--- src/rtl/sar_rd_pkg.sv ---
package sar_rd_pkg;

  typedef enum logic [1:0] {
    ST_IDLE,
    ST_SETUP,
    ST_HIGH,
    ST_LOW
  } rd_state_e;

  // zero bits the converter sends ahead of the result
  localparam int LEAD_ZEROS = 2;
  // serial clock periods beyond the result bits in a full frame
  localparam int TAIL_EDGES = 2;

endpackage

--- src/rtl/sar_rd_phase.sv ---
module sar_rd_phase #(
  parameter int DIV_W = 8
) (
  input  logic             clk,
  input  logic             rst_n,
  input  logic             run,
  input  logic             clr,
  input  logic [DIV_W-1:0] limit,
  output logic             last
);

  logic [DIV_W-1:0] cnt_q, cnt_d;

  assign last = run && (cnt_q == limit - DIV_W'(1));

  always_comb begin
    cnt_d = cnt_q;
    if (clr || last) begin
      cnt_d = '0;
    end else if (run) begin
      cnt_d = cnt_q + DIV_W'(1);
    end
  end

  always_ff @(posedge clk or negedge rst_n) begin
    if (!rst_n) begin
      cnt_q <= '0;
    end else begin
      cnt_q <= cnt_d;
    end
  end

endmodule

--- src/rtl/sar_rd_shift.sv ---
module sar_rd_shift #(
  parameter int RES_W  = 14,
  parameter int BCNT_W = 4
) (
  input  logic              clk,
  input  logic              rst_n,
  input  logic              clr,
  input  logic              cap_en,
  input  logic              sdi,
  input  logic [BCNT_W-1:0] nbits,
  input  logic              publish,
  output logic [RES_W-1:0]  result
);

  logic [RES_W-1:0]  shreg_q, shreg_d;
  logic [RES_W-1:0]  res_q, res_d;
  logic [BCNT_W-1:0] shamt;

  assign shamt = BCNT_W'(RES_W) - nbits;

  always_comb begin
    shreg_d = shreg_q;
    if (clr) begin
      shreg_d = '0;
    end else if (cap_en) begin
      shreg_d = {shreg_q[RES_W-2:0], sdi};
    end
  end

  always_comb begin
    res_d = res_q;
    if (publish) begin
      res_d = shreg_q << shamt;
    end
  end

  always_ff @(posedge clk or negedge rst_n) begin
    if (!rst_n) begin
      shreg_q <= '0;
      res_q   <= '0;
    end else begin
      shreg_q <= shreg_d;
      res_q   <= res_d;
    end
  end

  assign result = res_q;

  AST_NO_CAPTURE_ON_PUBLISH: assert property (@(posedge clk) disable iff (!rst_n)
    publish |-> !cap_en);

endmodule

--- src/rtl/sar_rd_gap.sv ---
module sar_rd_gap #(
  parameter int GAP_W = 16
) (
  input  logic             clk,
  input  logic             rst_n,
  input  logic             load,
  input  logic [GAP_W-1:0] gap_in,
  output logic             ready
);

  logic [GAP_W-1:0] cnt_q, cnt_d;

  assign ready = (cnt_q == '0);

  always_comb begin
    cnt_d = cnt_q;
    if (load) begin
      cnt_d = gap_in;
    end else if (!ready) begin
      cnt_d = cnt_q - GAP_W'(1);
    end
  end

  always_ff @(posedge clk or negedge rst_n) begin
    if (!rst_n) begin
      cnt_q <= '0;
    end else begin
      cnt_q <= cnt_d;
    end
  end

endmodule

--- src/rtl/sar_frame_reader.sv ---
module sar_frame_reader
  import sar_rd_pkg::*;
#(
  parameter  int RES_W  = 14,
  parameter  int DIV_W  = 8,
  parameter  int GAP_W  = 16,
  localparam int BCNT_W = $clog2(RES_W + 1)
) (
  input  logic              clk,
  input  logic              rst_n,
  input  logic              start,
  input  logic [DIV_W-1:0]  half_div,
  input  logic [BCNT_W-1:0] bit_count,
  input  logic [GAP_W-1:0]  gap_cycles,
  input  logic              sdi,
  output logic              cs_n,
  output logic              sclk,
  output logic [RES_W-1:0]  result,
  output logic              result_valid,
  output logic              busy
);

  localparam int FRAME_EDGES = RES_W + LEAD_ZEROS + TAIL_EDGES;
  localparam int EDGE_W      = $clog2(FRAME_EDGES + 1);
  localparam logic [EDGE_W-1:0] LEAD_E = EDGE_W'(LEAD_ZEROS);
  localparam logic [EDGE_W-1:0] FULL_E = EDGE_W'(FRAME_EDGES);

  // reset: asynchronous assertion, synchronous release
  logic rst_meta_q, rst_sync_q;
  always_ff @(posedge clk or negedge rst_n) begin
    if (!rst_n) begin
      rst_meta_q <= 1'b0;
      rst_sync_q <= 1'b0;
    end else begin
      rst_meta_q <= 1'b1;
      rst_sync_q <= rst_meta_q;
    end
  end
  logic rst_i_n;
  assign rst_i_n = rst_sync_q;

  rd_state_e state_q, state_d;
  logic              cs_n_q, cs_n_d;
  logic              sclk_q, sclk_d;
  logic              valid_q, valid_d;
  logic [EDGE_W-1:0] edge_q, edge_d;
  logic [DIV_W-1:0]  half_q, half_d;
  logic [BCNT_W-1:0] nbits_q, nbits_d;
  logic [EDGE_W-1:0] end_q, end_d;

  // configuration decode (sampled only on frame start)
  logic [DIV_W-1:0]  half_eff;
  logic [BCNT_W-1:0] nbits_eff;
  logic [EDGE_W-1:0] end_eff;

  always_comb begin
    half_eff  = (half_div == '0) ? DIV_W'(1) : half_div;
    nbits_eff = ((bit_count == '0) || (bit_count > BCNT_W'(RES_W))) ?
                BCNT_W'(RES_W) : bit_count;
    end_eff   = (nbits_eff == BCNT_W'(RES_W)) ? FULL_E :
                EDGE_W'(nbits_eff) + LEAD_E;
  end

  logic ph_last, gap_ready, accept;
  logic cap_en, publish, frame_clr, gap_load;
  logic [EDGE_W-1:0] edge_nx;

  assign accept  = (state_q == ST_IDLE) && start && gap_ready;
  assign edge_nx = (state_q == ST_SETUP) ? EDGE_W'(1) : edge_q + EDGE_W'(1);

  sar_rd_phase #(.DIV_W(DIV_W)) u_phase (
    .clk   (clk),
    .rst_n (rst_i_n),
    .run   (state_q != ST_IDLE),
    .clr   (accept),
    .limit (half_q),
    .last  (ph_last)
  );

  // next-state logic
  always_comb begin
    state_d   = state_q;
    cs_n_d    = cs_n_q;
    sclk_d    = sclk_q;
    edge_d    = edge_q;
    half_d    = half_q;
    nbits_d   = nbits_q;
    end_d     = end_q;
    valid_d   = 1'b0;
    cap_en    = 1'b0;
    publish   = 1'b0;
    frame_clr = 1'b0;
    gap_load  = 1'b0;
    unique case (state_q)
      ST_IDLE: begin
        if (accept) begin
          state_d   = ST_SETUP;
          cs_n_d    = 1'b0;
          edge_d    = '0;
          half_d    = half_eff;
          nbits_d   = nbits_eff;
          end_d     = end_eff;
          frame_clr = 1'b1;
        end
      end
      ST_SETUP, ST_LOW: begin
        if (ph_last) begin
          state_d = ST_HIGH;
          sclk_d  = 1'b1;
          edge_d  = edge_nx;
          cap_en  = (edge_nx > LEAD_E) &&
                    (edge_nx <= LEAD_E + EDGE_W'(nbits_q));
        end
      end
      ST_HIGH: begin
        if (ph_last) begin
          sclk_d = 1'b0;
          if (edge_q == end_q) begin
            state_d  = ST_IDLE;
            cs_n_d   = 1'b1;
            valid_d  = 1'b1;
            publish  = 1'b1;
            gap_load = 1'b1;
          end else begin
            state_d = ST_LOW;
          end
        end
      end
      default: state_d = ST_IDLE;
    endcase
  end

  // state registers
  always_ff @(posedge clk or negedge rst_i_n) begin
    if (!rst_i_n) begin
      state_q <= ST_IDLE;
      cs_n_q  <= 1'b1;
      sclk_q  <= 1'b0;
      valid_q <= 1'b0;
      edge_q  <= '0;
      half_q  <= DIV_W'(1);
      nbits_q <= BCNT_W'(RES_W);
      end_q   <= FULL_E;
    end else begin
      state_q <= state_d;
      cs_n_q  <= cs_n_d;
      sclk_q  <= sclk_d;
      valid_q <= valid_d;
      edge_q  <= edge_d;
      half_q  <= half_d;
      nbits_q <= nbits_d;
      end_q   <= end_d;
    end
  end

  sar_rd_shift #(.RES_W(RES_W), .BCNT_W(BCNT_W)) u_shift (
    .clk     (clk),
    .rst_n   (rst_i_n),
    .clr     (frame_clr),
    .cap_en  (cap_en),
    .sdi     (sdi),
    .nbits   (nbits_q),
    .publish (publish),
    .result  (result)
  );

  sar_rd_gap #(.GAP_W(GAP_W)) u_gap (
    .clk    (clk),
    .rst_n  (rst_i_n),
    .load   (gap_load),
    .gap_in (gap_cycles),
    .ready  (gap_ready)
  );

  assign cs_n         = cs_n_q;
  assign sclk         = sclk_q;
  assign result_valid = valid_q;
  assign busy         = (state_q != ST_IDLE);

  AST_CS_FALL_SCLK_LOW: assert property (@(posedge clk) disable iff (!rst_i_n)
    $fell(cs_n) |-> !sclk);
  AST_SCLK_RISE_AFTER_CS: assert property (@(posedge clk) disable iff (!rst_i_n)
    $rose(sclk) |-> $past(!cs_n));
  AST_VALID_ONLY_ON_CS_RISE: assert property (@(posedge clk) disable iff (!rst_i_n)
    result_valid |-> $rose(cs_n));
  AST_CS_RISE_GIVES_VALID: assert property (@(posedge clk) disable iff (!rst_i_n)
    $rose(cs_n) |-> result_valid);
  AST_SCLK_IDLE_LOW: assert property (@(posedge clk) disable iff (!rst_i_n)
    cs_n |-> !sclk);
  AST_BUSY_MATCHES_CS: assert property (@(posedge clk) disable iff (!rst_i_n)
    busy == !cs_n);
  AST_START_AFTER_GAP: assert property (@(posedge clk) disable iff (!rst_i_n)
    $fell(cs_n) |-> $past(gap_ready));
  AST_EDGE_BOUND: assert property (@(posedge clk) disable iff (!rst_i_n)
    edge_q <= FULL_E);
  AST_CFG_STABLE: assert property (@(posedge clk) disable iff (!rst_i_n)
    (busy && $past(busy)) |-> ($stable(half_q) && $stable(end_q)));

endmodule

--- config.mk ---
export PLATFORM = sky130hd
export DESIGN_NAME = sar_frame_reader
export DESIGN_NICKNAME = d
export VERILOG_FILES = /design/src/rtl/sar_rd_pkg.sv /design/src/rtl/sar_rd_phase.sv /design/src/rtl/sar_rd_shift.sv /design/src/rtl/sar_rd_gap.sv /design/src/rtl/sar_frame_reader.sv
export SDC_FILE = /design/constraint.sdc
export NUM_CORES = 1
export LEC_CHECK = 0
export ABC_AREA = 1
export BUFFER_PORTS_ARGS = -buffer_cell sky130_fd_sc_hd__buf_4
export CORE_MARGIN = 5
export CORE_UTILIZATION = 45
export CTS_CLUSTER_DIAMETER = 80
export CTS_CLUSTER_SIZE = 20
export DETAILED_ROUTE_END_ITERATION = 16
export GPL_TIMING_DRIVEN = 0
export SLEW_MARGIN = 15
export SYNTH_ARGS = -nofsm -noshare
export SYNTH_HDL_FRONTEND = slang
export SYNTH_SLANG_ARGS = --single-unit
--- constraint.sdc ---
create_clock -name clk -period 5.2 [get_ports clk]
set_input_delay 0.26 -clock clk [delete_from_list [all_inputs] [get_ports clk]]
set_output_delay 0.26 -clock clk [all_outputs]
set_load 0.03 [all_outputs]
==> results of run 1 <==
[kinds of logic after synthesis]
family / synth area share (%)
adders and majority gates: 3.12
muxes: 0.624
DFF: 42.3
other: 0.0779
and+or+nand+nor: 31.5
AOI/OAI and AO/OA: 10.8
xor gates and xnor gates: 3.61
buffers and inverters: 7.98
[synth_stat cells (4+ instances only)]
library cell and number:
sky130_fd_sc_hd__nand2_1 191, sky130_fd_sc_hd__dfrtp_1 74, sky130_fd_sc_hd__dfstp_2 7, sky130_fd_sc_hd__a21oi_1 16
sky130_fd_sc_hd__o22ai_1 5, sky130_fd_sc_hd__buf_2 4, sky130_fd_sc_hd__inv_1 69, sky130_fd_sc_hd__nor2_1 52
sky130_fd_sc_hd__nand3_1 52, sky130_fd_sc_hd__xnor2_1 6, sky130_fd_sc_hd__a31oi_1 4, sky130_fd_sc_hd__ha_1 12
sky130_fd_sc_hd__xor2_1 12, sky130_fd_sc_hd__nand2_2 6, sky130_fd_sc_hd__o21ai_1 8, sky130_fd_sc_hd__clkinv_1 4
sky130_fd_sc_hd__nor3_1 12, sky130_fd_sc_hd__nand4_1 15, sky130_fd_sc_hd__o21ai_0 56, sky130_fd_sc_hd__clkbuf_1 7
sky130_fd_sc_hd__nor2_2 5
[timing repair]
item	4_1_cts	5_1_grt
endpoints found under the setup margin	0	0
endpoints found under the hold margin	2	0
hold buffers	1	0
[final cells by class]
type / count / area, µm²
Clock inverter: 5 / 77.6
Sequential cell: 81 / 2040
Clock buffer: 11 / 151
Timing Repair Buffer: 51 / 405
Inverter: 76 / 285
Fill cell: 1030 / 4750
Buffer: 17 / 98.8
Multi-Input combinational cell: 478 / 2400
Tap cell: 136 / 170
[cells in the final DEF, fill, tap and decap left out, types with 6 or more instances in the layout]
cell type                  synthesis  routed
sky130_fd_sc_hd__nand4_1          15      15
sky130_fd_sc_hd__dfrtp_1          74      73
sky130_fd_sc_hd__inv_1            69      69
sky130_fd_sc_hd__dfstp_2           7       7
sky130_fd_sc_hd__o21ai_1           8       8
sky130_fd_sc_hd__xnor2_1           6       6
sky130_fd_sc_hd__nand2_2           6       6
sky130_fd_sc_hd__nand2_1         191     191
sky130_fd_sc_hd__nor2_1           52      52
sky130_fd_sc_hd__ha_1             12      12
sky130_fd_sc_hd__xor2_1           12      12
sky130_fd_sc_hd__clkbuf_1          7       7
sky130_fd_sc_hd__clkbuf_8          0      11
sky130_fd_sc_hd__a21oi_1          16      16
sky130_fd_sc_hd__o21ai_0          56      56
sky130_fd_sc_hd__buf_4             2      51
sky130_fd_sc_hd__nor3_1           12      12
sky130_fd_sc_hd__nand3_1          52      52
[worst max-delay path, stage by stage, from the launching register on]
cell	delay, ns
sky130_fd_sc_hd__dfstp_2	0.57
sky130_fd_sc_hd__inv_2	0.07
sky130_fd_sc_hd__ha_1	0.25
sky130_fd_sc_hd__inv_1	0.07
sky130_fd_sc_hd__nand2_1	0.07
sky130_fd_sc_hd__nand3_1	0.09
sky130_fd_sc_hd__nand2_1	0.06
sky130_fd_sc_hd__nor2_1	0.12
sky130_fd_sc_hd__nand3_1	0.12
sky130_fd_sc_hd__nor2_4	0.18
sky130_fd_sc_hd__nand2_2	0.10
sky130_fd_sc_hd__inv_1	0.11
sky130_fd_sc_hd__nand3_1	0.24
sky130_fd_sc_hd__clkinv_1	0.16
sky130_fd_sc_hd__nand2_1	0.06
sky130_fd_sc_hd__nand2_1	0.06
[worst min path at each step]
stage	from	endpoint	slack (ns)	cells after the start
6_report	gap_cycles[10]	u_gap.cnt_q[10]	0.08	3
5_1_grt	gap_cycles[11]	u_gap.cnt_q[11]	0.07	3
4_1_cts	gap_cycles[10]	u_gap.cnt_q[10]	0.06	3
3_5_place_dp	rst_n	rst_meta_q	0.04	1
3_3_place_gp	rst_n	rst_meta_q	0.04	1
2_1_floorplan	rst_n	rst_i_n	-0.04	0
[power breakdown]
group / internal, mW / switching, mW / total, mW / leakage, nW
clock: 0.295 / 0.237 / 0.532 / 0.115
sequential: 0.657 / 0.0302 / 0.688 / 0.959
combinational: 0.0618 / 0.0614 / 0.123 / 1.75
[through the flow]
step | hold slack, ns | power (mW) | util [%] | cells
finish | 0.0809 | 1.34 | 54.2 | 855
global placement | 0.0428 | 0.814 | 51.6 | 837
global route | 0.0712 | 1.41 | 54.2 | 855
detailed placement | 0.0446 | 0.823 | 51.9 | 838
floorplan | -0.0356 | 0.778 | - | 652
CTS | 0.0635 | 1.36 | 54.2 | 855
[metal layers]
metal  GRT usage [%]  share of wire [%]  up-vias
met5               0                  0        -
met4            6.33                2.0        0
met3            4.14                3.6       20
met2            32.8                 49       85
met1            23.5                 46     2024
li1                -                  -     2237
[sequential cells by signal, indices dropped and copies added, names as in the netlist]
register and flops:
u_gap.cnt_q 16, edge_q 5, u_shift.result 14, rst_i_n 1, sclk 1, state_q 2
rst_meta_q 1, u_phase.cnt_q 8, result_valid 1, u_shift.shreg_q 14, cs_n 1, half_q 8
nbits_q 4, end_q 5
==> results list, run 1 <==
- Run status: complete, no violations
- At the pin with the least slew margin, the transition time is 0.682 ns.
- Highest achievable clock rate: roughly 420 MHz
- Syn avg cell area: 7.39 µm²
- Number of global-route vias before repair: around 4400
- The detailed router placed 4366 vias in this run.
* Worst setup path endpoint: u_shift.result[12]
* Synth Flop Type: sky130_fd_sc_hd__dfrtp_1
- Post-route worst setup slack: 2.80 ns
- The total area inside the core boundary comes to 10400 µm².
* Category of the most critical setup path: flip-flop to flip-flop
- Number of enable flip-flop cells after synthesis: 0
- The number of different library cells used by synthesis comes to 43.
* Post-CTS resize count: 0
* Ant diodes: 0
- After clock tree synthesis, the clock-pin slew on the worst setup and hold paths is about 0.080 ns.
- Worst clock skew on the final layout: between 0.007 and 0.008 ns
- Area of the die: around 13000 µm²
- Ranking of synthesized cells by area: sky130_fd_sc_hd__dfrtp_1, sky130_fd_sc_hd__nand2_1, sky130_fd_sc_hd__o21ai_0
* CP Launch Point: half_q[0]
- For this run, the post-layout net count is 758.
- The share of the Yosys chip area taken by registers is 42.3%.
* Nets in the synthesized netlist: 696
- In this run the number of H-tree levels came out at 3.
- The largest total area in the synthesized netlist belongs to sky130_fd_sc_hd__dfrtp_1.
* Final number of hold-violating endpoints: 0
- Post-route ant nets: 0
- Summed instance area of the synthesized netlist: 4820 µm²
- Effective utilization at floorplan: 46.4%
- Max-cap violations in this run came to 0.
* Die Span Y: 113 µm
- In this run the critical register-to-register path is launched from half_q[0].
* CTS sink count: between 80 and 90
* Area after detailed placement: around 5400 µm²
- Yosys warning count: 0
- Cell count after synthesis: between 600 and 700
- Summed over its instances, the top area cell type makes up just under 40% of the synthesized netlist area.
* Worst Path Required: 5.50 ns
- Entering global routing, the biggest net connects 59 pins.
- Summed over all failing endpoints, the final setup total negative slack is 0 ns.
- The analysis attributes to cell leakage a power of around 2.8 nW.
* Reg-to-reg endpoint: u_shift.result[12]
- Cell row count: 37
- In this run the deepest clock path goes through 2 buffers.
* Global route total overflow: 0
* Post-route design area: 5620 µm²
- Maximum fanout along the worst path: 6
- Pin placement for this block handled 50 I/O pins.
* Setup repair after global routing missed its margin: no
* Total routed wirelength: 11400 µm
- In this run the post-CTS setup repair buffer count came out at 0.
* Max VDD drop: 0.181 mV
* Critical Path Sink Type: flip-flop
* Number of failing setup endpoints in the final timing report: 0
* Post-placement worst setup slack: about 2.8 ns
* Synthesis-stage register bit count: 81
* TritonCTS clock tree: yes
* Routability congestion estimate from global placement: around 0.9
* Clock root buffer: sky130_fd_sc_hd__clkbuf_8
* Drt wl/cell: 13.3 µm
* Slew margin rel.: around 54%
- In this run the horizontal extent of the chip is 113 µm.
- Subtracting the final worst setup slack from the clock period gives approximately 2.4 ns.
- In this run the worst hold path is classified as input pin to flip-flop.
- The number of antenna violations at the first check in global routing came to 0.
- Global routing consumed, over all layers together, 19.0% of the routing resources.
- Clock network latency to the later pin of the worst-skew pair: 0.36 ns
- For this run, design rule violations remaining after detail routing come to 0.
- Worst Path Arrival: 2.70 ns
* Slew Viols, Final: 0
- For this run, asynchronously set or reset flops after synthesis account for 100%.
* Register-to-register setup slack: 2.80 ns
- R2R depth: 15
* Area growth from synthesis to final layout: 16.8%
* Fraction of layout instances using a drive strength above 1: 14.9%
- HPWL after DPL: a little under 9000 µm
* Post-route fraction of the period consumed by the critical path: 46.2%
* Critical Path Source Type: flip-flop
- Dividing total power by cell area gives a power density of 239 nW/µm².
* TritonCTS Buffers: 9
- Global-route wire length before repair: 19900 µm
- IO Port Bufs: 49
- Iter 0 DRT Violations: 313
- Routed via count divided by cell count: 5.11
* First-pass iteration count of the detailed router: 5
No activity file was read; power rests on OpenSTA's default activity.
==> run 2, diff against run 1 <==
==> constraint.sdc (replaced) <==
create_clock -name clk -period 2.3 [get_ports clk]
set_input_delay 0.115 -clock clk [delete_from_list [all_inputs] [get_ports clk]]
set_output_delay 0.115 -clock clk [all_outputs]
set_load 0.03 [all_outputs]
==> run 2 against run 1 <==
  * Worst setup slack lost 2.7 ns
  * Routed wire length grew 9.0%
  * Via count grew 4.9%
  * Total power grew 110%
  * Largest cell class unchanged
==> results list, run 2 (same netlist as run 1, synthesis figures left out) <==
* Number of violations of the max-capacitance limit: 0 (unchanged)
* Total routed wirelength: 12400 µm (+9.0%)
- Area taken by multi-input logic gates: 2580 µm² (+7.9%)
- Category of the most critical setup path: flip-flop to flip-flop
* Min cycle time layout: 2.22 ns (-0.180 ns)
* Register with the most flip-flops: u_gap.cnt_q
- Path category of the worst min-delay check: input pin to flip-flop
- Worst Path Required: 2.56 ns (-2.94 ns)
- Fraction of layout instances using a drive strength above 1: 21.1% (+6.2 points)
* Critical Path Sink Type: flip-flop
- Worst Hold Launch: half_div[4]
* TritonCTS clock tree: yes
* Maximum fanout along the worst path: 6 (unchanged)
- Least-Margin Pin Slew: 0.573 ns (-0.109 ns)
* Library cell contributing the largest single delay on the critical path: sky130_fd_sc_hd__dfrtp_1
- Walking the worst path, the cells encountered are ha_4, nand2_2, inv_1, nand3_1, nand3_2, inv_2, ha_4, nand2_1, nor2_1, nand2_1, nand2_2, o21ai_4, nand2_4, nand2_4, buf_6, nand2_2, nand2_1.
- Slew margin rel.: 61.5% (+7.4 points)
- Number of failing setup endpoints in the final timing report: 0 (unchanged)
* Worst clock skew on the final layout: 0.00726 ns (+0.000260 ns)
- GR Util All Layers: 19.4% (+0.46 points)
- The hold violation count in the final report came to 0 (unchanged).
- The flow ran to the end, and the final reports show no timing, DRC or antenna violations.
- The initial standard-cell utilization of the core was 46.4% (unchanged).
- The overall power consumption was 2.77 mW (+110%).
- Routed via count divided by cell count: 5.09 (-0.25%)
- R2R depth: 17 (+2)
- The library cells used most frequently in the layout, excluding fill and tap cells, are sky130_fd_sc_hd__nand2_1, sky130_fd_sc_hd__dfrtp_1, sky130_fd_sc_hd__buf_4.
- Power density over the cells: 450 nW/µm² (+88%)
- The endpoint identified for the worst register-to-register timing path is u_shift.shreg_q[5].
- Area of the die: 12900 µm² (unchanged)
- The worst register-to-register path begins at edge_q[1].
* Die Span Y: 113 µm (unchanged)
* Most frequent standard cell in the layout excluding fill and tap cells: sky130_fd_sc_hd__nand2_1
- The last weighted congestion value of the routability-driven placer is 0.894 (about the same).
* IO Port Bufs: 49 (unchanged)
- Endpoint of the worst hold path: half_q[4]
- Sequential cell fraction of total power: 56.1% (+4.9 points)
* Pin count of the biggest net entering global routing: 59 (unchanged)
- The share of the clock period used by the worst path after layout was 96.7% (+50 points).
- The area of the core is 10400 µm² (unchanged).
* Internal power: 2.05 mW (+100%)
* Ant diodes: 0 (unchanged)
- The maximum clock frequency was 450 MHz (+8.1%).
- Final Net Count: 802 (+5.8%)
* Largest stage delay, worst path: 0.42 ns (-0.15 ns)
* Width of the die: 113 µm (unchanged)
- STA classifies the critical path startpoint as a flip-flop.
* TritonCTS Buffers: 9 (unchanged)
- HPWL after DPL: 8590 µm (-0.85%)
* Number of design rule violations left after detail routing: 0 (unchanged)
- The relative contribution of combinational cells to total power is 11.2% (+2.0 points).
- Clock Power Share: 32.7% (-6.9 points)
- The wire length of the first global-routing pass is 20600 µm (+3.2%).
- The total via count after detailed routing is 4579 (+4.9%).
* Global route total overflow: 0 (unchanged)
* Slew Viols, Final: 0 (unchanged)
- Total area of sequential cells: 2040 µm² (unchanged)
- The maximum vdd drop is 0.295 mV (+63%).
- The remaining antenna violation count came to 0 (unchanged).
* Drt wl/cell: 13.8 µm (+3.6%)
- Iter 0 DRT Violations: 286 (-8.6%)
- The register-to-register setup slack is 0.08 ns (-2.72 ns).
- The I/O pin total came to 50 (unchanged).
- Cell row count: 37 (unchanged)
* Min-Delay Path Depth: 3 (unchanged)
- H-tree depth: 3 (unchanged)
* Clock network latency to the later pin of the worst-skew pair: 0.37 ns (about the same)
* Post-layout utilization of the core: 59.5% (+5.2 points)
- The switching power as a share of total power is 26.2% (+1.8 points).
- The via count of the first global-routing pass came to 4463 (+1.8%).
- The number of iterations in the first detailed-routing pass came to 5 (unchanged).
* CTS sink count: 81 (unchanged)
- Maximum clock path buffer count: 2 (unchanged)
* Switching power of the nets: 728 µW (+120%)
- Max reg flops: 16 (unchanged)
- Lkg Pwr: 3.03 nW (+7.2%)
* Clock root buffer: sky130_fd_sc_hd__clkbuf_8
- Antenna violations before repair: 0 (unchanged)
- # fillers: 986 (-4.3%)
- Area growth from synthesis to final layout: 28.1%
* Setup repair after global routing missed its margin: yes
- The clock transition at the registers of the reported paths was 0.08 ns (about the same).
* Worst Path Arrival: 2.48 ns (-0.22 ns)
[run 2: changes by cell type in the layout (fill, tap and decap cells not counted), sizes merged]
cell / delta
clkinv: -2
dlygate4sd3: +21
inv: +1
buf: +21
bufinv: -2
clkbuf: +6
clkinvlp: -1
[run 2: area by class of cell]
class | count | share of cell area [%]
plain buffers | 17 | 1.97
flip-flops and latches | 81 | 33.1
clock buffers | 15 | 2.37
inverters | 76 | 4.71
multi-input cells | 478 | 41.9
repair buffers | 95 | 13.1
clock inverters | 1 | 0.0811
well taps | 136 | 2.76
[run 2: worst max-delay path by stage]
stage | depth (start not counted) | from | to | slack (ns)
6_report | 17 | edge_q[1] | u_shift.shreg_q[5] | 0.08
5_1_grt | 17 | edge_q[1] | u_shift.shreg_q[7] | -0.07
4_1_cts | 14 | half_q[0] | u_gap.cnt_q[2] | 0.02
3_5_place_dp | 15 | half_q[0] | u_shift.result[12] | -0.09
3_3_place_gp | 15 | half_q[0] | u_shift.result[12] | -0.04
2_1_floorplan | 15 | edge_q[0] | u_shift.shreg_q[10] | 0.21
[run 2: worst max-delay path: cells and delay by family, from the launching register on]
kind,cells,cell delay [ns]
AND/OR/NAND/NOR,11,0.90
flip-flops,1,0.42
buffers and inverters,3,0.28
AO/OA/AOI/OAI,1,0.07
adder cells (fa/ha/maj),2,0.44
[run 2: routing by layer]
layer	part of all wire [%]	wire, µm	vias up	global-route usage (%)
li1	-	-	2332	-
met1	45	5620	2167	24.9
met2	50	6230	63	32.9
met3	2.6	323	17	2.92
met4	2.0	245	0	7.77
met5	0	0	-	0
[run 2: per-stage QoR]
stage	std cells	hold slack [ns]	instance area, µm²	setup slack (ns)	TNS, ns
floorplan	652	-0.181	4820	0.210	0
global placement	837	-0.102	5360	-0.0369	-0.372
detailed placement	838	-0.100	5390	-0.0889	-1.52
CTS	887	0.0134	5870	0.0202	0
global route	899	0.0478	6170	-0.0714	-0.693
finish	899	0.0269	6170	0.0769	0
[run 2: power groups by stage]
| stage | combinational [mW] | clock [mW] | sequential [mW] |
|---|---|---|---|
| 6_report | 0.310 | 0.907 | 1.56 |
| 5_1_grt | 0.359 | 0.981 | 1.57 |
| 4_1_cts | 0.311 | 0.934 | 1.56 |
| 3_5_place_dp | 0.280 | 0 | 1.58 |
| 3_3_place_gp | 0.242 | 0 | 1.60 |
| 2_1_floorplan | 0.181 | 0 | 1.58 |
[run 2: timing repair]
item                                   in CTS  in global routing
pin swaps                                   3                 25
setup buffers                              10                 10
hold buffers                               22                  0
gates cloned                                1                  2
setup endpoints to repair                  36                 62
gates resized for setup                    10                 57
endpoints found under the hold margin      23                  0
==> run 3, diff against run 2 <==
--- a/config.mk
+++ b/config.mk
@@ -7,12 +7,15 @@
 export LEC_CHECK = 0
 export ABC_AREA = 1
 export BUFFER_PORTS_ARGS = -buffer_cell sky130_fd_sc_hd__buf_4
+export CELL_PAD_IN_SITES_DETAIL_PLACEMENT = 1
+export CELL_PAD_IN_SITES_GLOBAL_PLACEMENT = 1
 export CORE_MARGIN = 5
-export CORE_UTILIZATION = 45
+export CORE_UTILIZATION = 43
 export CTS_CLUSTER_DIAMETER = 80
 export CTS_CLUSTER_SIZE = 20
 export DETAILED_ROUTE_END_ITERATION = 16
 export GPL_TIMING_DRIVEN = 0
+export PLACE_DENSITY_LB_ADDON = 0.1
 export SLEW_MARGIN = 15
 export SYNTH_ARGS = -nofsm -noshare
 export SYNTH_HDL_FRONTEND = slang
==> constraint.sdc (replaced) <==
create_clock -name clk -period 2.5 [get_ports clk]
set_input_delay 0.125 -clock clk [delete_from_list [all_inputs] [get_ports clk]]
set_output_delay 0.125 -clock clk [all_outputs]
set_load 0.03 [all_outputs]
==> run 3 against run 2 <==
  * Combinational power is 9.7% lower
  * Highest routed layer unchanged
  * Critical path depth is 2 lower
  * Sequential cell count stayed put
  * Largest cell class unchanged
  * Worst hold slack worse by 0.0091 ns
  * Global-route usage is 2.1 points higher
==> results list, run 3 (same netlist as run 1, synthesis figures left out) <==
- The number of rows created at floorplan came to 38 (+2.7%).
* TritonCTS clock tree: yes
- The number of nets in the layout is 787 (-1.9%).
- The ratio of cells with drive above 1 in the final layout was 16.7% (-4.4 points).
* Area taken by multi-input logic gates: 2450 µm² (-5.1%)
- Lkg Pwr: 2.93 nW (-3.2%)
* Min cycle time layout: 2.33 ns (+0.105 ns)
- The number of violations of the max-capacitance limit came to 0 (unchanged).
* Maximum fanout along the worst path: 10 (+4)
- The number of setup violations in the final report is 0 (unchanged).
- Drt wl/cell: 15.2 µm (+10%)
- Iter 0 DRT Violations: 187 (-35%)
- More flip-flops sit in one register than any other, and that register is u_gap.cnt_q.
* Ant diodes: 0 (unchanged)
- The number of iterations in the first detailed-routing pass came to 6 (+1).
- Library cell contributing the largest single delay on the critical path: sky130_fd_sc_hd__dfrtp_1
- The maximum clock frequency is 430 MHz (-4.5%).
* Final number of hold-violating endpoints: 0 (unchanged)
- The clock insertion delay at the later pin of the skew report came to 0.37 ns (about the same).
- Area of the die: 13400 µm² (+4.2%)
* Post-route ant nets: 0 (unchanged)
* R2r startpoint: edge_q[1]
* Number of buffers and inverters on the critical path: 3 (unchanged)
* Critical Path Source Type: flip-flop
- Total area of sequential cells: 2040 µm² (about the same)
* Worst Path Arrival: 2.59 ns (+0.11 ns)
* Critical Path Sink Type: flip-flop
- Endpoint of the worst hold path: u_gap.cnt_q[5]
* Met2 WL post-DR: 7040 µm (+13%)
- The number of antenna violations at the first check in global routing came to 0 (unchanged).
* Global-route wire length before repair: 22900 µm (+11%)
* H-tree depth: 3 (unchanged)
* Pin count of the biggest net entering global routing: 48 (-19%)
- The number of instances on the worst hold path was 3 (unchanged).
* R2R depth: 15 (-2)
* Max reg flops: 16 (unchanged)
* Routed via count divided by cell count: 5.18 (+1.7%)
- By instance count, the cell type seen most on the critical path is sky130_fd_sc_hd__nand2_1.
- TritonCTS Buffers: 9 (unchanged)
- # fillers: 1397 (+42%)
- The relative slew slack is 56.0% (-5.5 points).
* Met1 WL: 5890 µm (+4.8%)
- Clk slew on worst S/H paths: 0.08 ns (about the same)
- In this run the top signal layer used is met4.
- The placed instance count was 842 (+0.48%).
- The last weighted congestion value of the routability-driven placer is 0.833 (-6.8%).
- Maximum clock path buffer count: 2 (unchanged)
- The number of DRC violations after detailed routing is 0 (unchanged).
- Path category of the worst min-delay check: input pin to flip-flop
* Run status: complete, no violations
- The filler-free cell count of the finished design is 888 (-1.2%).
- Global route total overflow: 0 (unchanged)
- IO Port Bufs: 49 (unchanged)
- Width of the die: 116 µm (+2.1%)
* Total routed wirelength: 13500 µm (+9.0%)
* Category of the most critical setup path: flip-flop to flip-flop
- The I/O pin total was 50 (unchanged).
* Post-Route Setup TNS: 0 ns (unchanged)
- Placeable core area: 10900 µm² (+5.0%)
- Most frequent cells in the layout: sky130_fd_sc_hd__nand2_1, sky130_fd_sc_hd__dfrtp_1, sky130_fd_sc_hd__inv_1
- Chain of cells forming the critical path: ha_1, inv_1, nor2_1, ha_1, inv_1, o21bai_1, a21oi_2, o21ai_1, nand2_1, o21ai_2, nand2_2, nand2_4, buf_6, nand2_1, nand2_1
- The post-route clock skew came to 0.00735 ns (+0.0000827 ns).
- Die Span Y: 116 µm (+2.1%)
- In this run the most critical hold path is launched from gap_cycles[5].
* Clock root buffer: sky130_fd_sc_hd__clkbuf_8
* Effective utilization at floorplan: 44.2% (-2.2 points)
* Worst Path Required: 2.77 ns (+0.21 ns)
- The via count of the first global-routing pass came to 4890 (+9.6%).
* Max VDD drop: 0.378 mV (+28%)
* HPWL after DPL: 10100 µm (+17%)
- The sink count of the clock tree was 81 (unchanged).
- Largest stage delay, worst path: 0.42 ns (about the same)
- The worst register-to-register path ends at u_shift.shreg_q[0].
- The register-to-register setup slack is 0.17 ns (+0.10 ns).
- The share of the clock period used by the worst path after layout came to 93.1% (-3.5 points).
- The wire length on met3 is 337 µm (+4.3%).
* Slew Viols, Final: 0 (unchanged)
- Cell family contributing the most delay on the critical path: simple AND/OR/NAND/NOR gates
- Power density over the cells: 438 nW/µm² (-2.6%)
- Area growth from synthesis to final layout: 22.8%
- Leaving out fill and tap cells, the most frequent cell in the layout is sky130_fd_sc_hd__nand2_1.
- GR Util All Layers: 21.5% (+2.1 points)
- The total via count after detailed routing was 4599 (+0.44%).
- Least-Margin Pin Slew: 0.654 ns (+0.0812 ns)
[run 3: cell count changes in the layout (fill, tap and decap cells not counted), moves of 3 or more]
cell	previous run	this run
sky130_fd_sc_hd__nand2_1	179	190
sky130_fd_sc_hd__buf_4	70	61
sky130_fd_sc_hd__ha_4	4	1
sky130_fd_sc_hd__nor2_4	6	3
sky130_fd_sc_hd__nand3_1	48	51
sky130_fd_sc_hd__inv_1	65	68
sky130_fd_sc_hd__ha_1	7	11
sky130_fd_sc_hd__nand2_2	14	5
[run 3: area by class of cell]
| cell class | instances | area share, % |
|---|---|---|
| clock buffer | 13 | 2.52 |
| buffer | 16 | 1.71 |
| tap | 140 | 2.96 |
| multi-input combinational | 478 | 41.5 |
| sequential | 81 | 34.5 |
| clock inverter | 3 | 0.296 |
| inverter | 76 | 4.83 |
| timing repair buffer | 81 | 11.7 |
[run 3: through the flow]
step | hold WS [ns] | cell area [µm²] | setup WS [ns] | power (mW) | util, %
floorplan | -0.171 | 4820 | 0.0893 | 1.62 | -
global placement | -0.0921 | 5360 | -0.926 | 1.70 | 49.2
detailed placement | -0.0918 | 5390 | -0.00288 | 1.71 | 49.5
CTS | 0.00607 | 5770 | 0.0295 | 2.62 | 53.0
global route | 0.00344 | 5910 | -0.0188 | 2.72 | 54.3
finish | 0.0178 | 5910 | 0.172 | 2.59 | 54.3
[run 3: worst register-to-register path, cell delays in order (launching register included)]
cell                       delay [ns]
sky130_fd_sc_hd__dfrtp_1         0.42
sky130_fd_sc_hd__ha_1            0.28
sky130_fd_sc_hd__inv_1           0.03
sky130_fd_sc_hd__nor2_1          0.20
sky130_fd_sc_hd__ha_1            0.29
sky130_fd_sc_hd__inv_1           0.07
sky130_fd_sc_hd__o21bai_1        0.08
sky130_fd_sc_hd__a21oi_2         0.13
sky130_fd_sc_hd__o21ai_1         0.07
sky130_fd_sc_hd__nand2_1         0.08
sky130_fd_sc_hd__o21ai_2         0.08
sky130_fd_sc_hd__nand2_2         0.14
sky130_fd_sc_hd__nand2_4         0.09
sky130_fd_sc_hd__buf_6           0.14
sky130_fd_sc_hd__nand2_1         0.06
sky130_fd_sc_hd__nand2_1         0.05
[run 3: report_power, final]
part	leakage (nW)	switching (mW)	internal, mW	total (mW)
Combinational	1.89	0.132	0.148	0.280
Sequential	0.959	0.0686	1.37	1.44
Clock	0.0834	0.486	0.386	0.873
Total	2.93	0.687	1.90	2.59
[run 3: timing repair]
item	4_1_cts	5_1_grt
pin swaps	1	4
buffers inserted	2	9
endpoints found under the setup margin	9	50
hold buffers	20	0
endpoints found under the hold margin	21	0
gates resized for setup	1	18
[run 3: worst max-delay path by stage]
stage / from / end / slack, ns / depth (start not counted)
final: edge_q[1] / u_shift.shreg_q[0] / 0.17 / 15
after floorplan: rst_i_n / edge_q[0] / 0.09 / 0
after global placement: rst_i_n / u_gap.cnt_q[10] / -0.93 / 0
after global routing: edge_q[1] / u_shift.shreg_q[0] / -0.02 / 16
after detailed placement: edge_q[1] / u_shift.shreg_q[1] / -0.003 / 13
after CTS: edge_q[1] / u_shift.shreg_q[3] / 0.03 / 16
[run 3: layer usage]
metal	global-route usage [%]	vias to the layer above
li1	-	2303
met1	26.0	2220
met2	38.4	57
met3	4.02	19
met4	7.73	0
met5	0	-
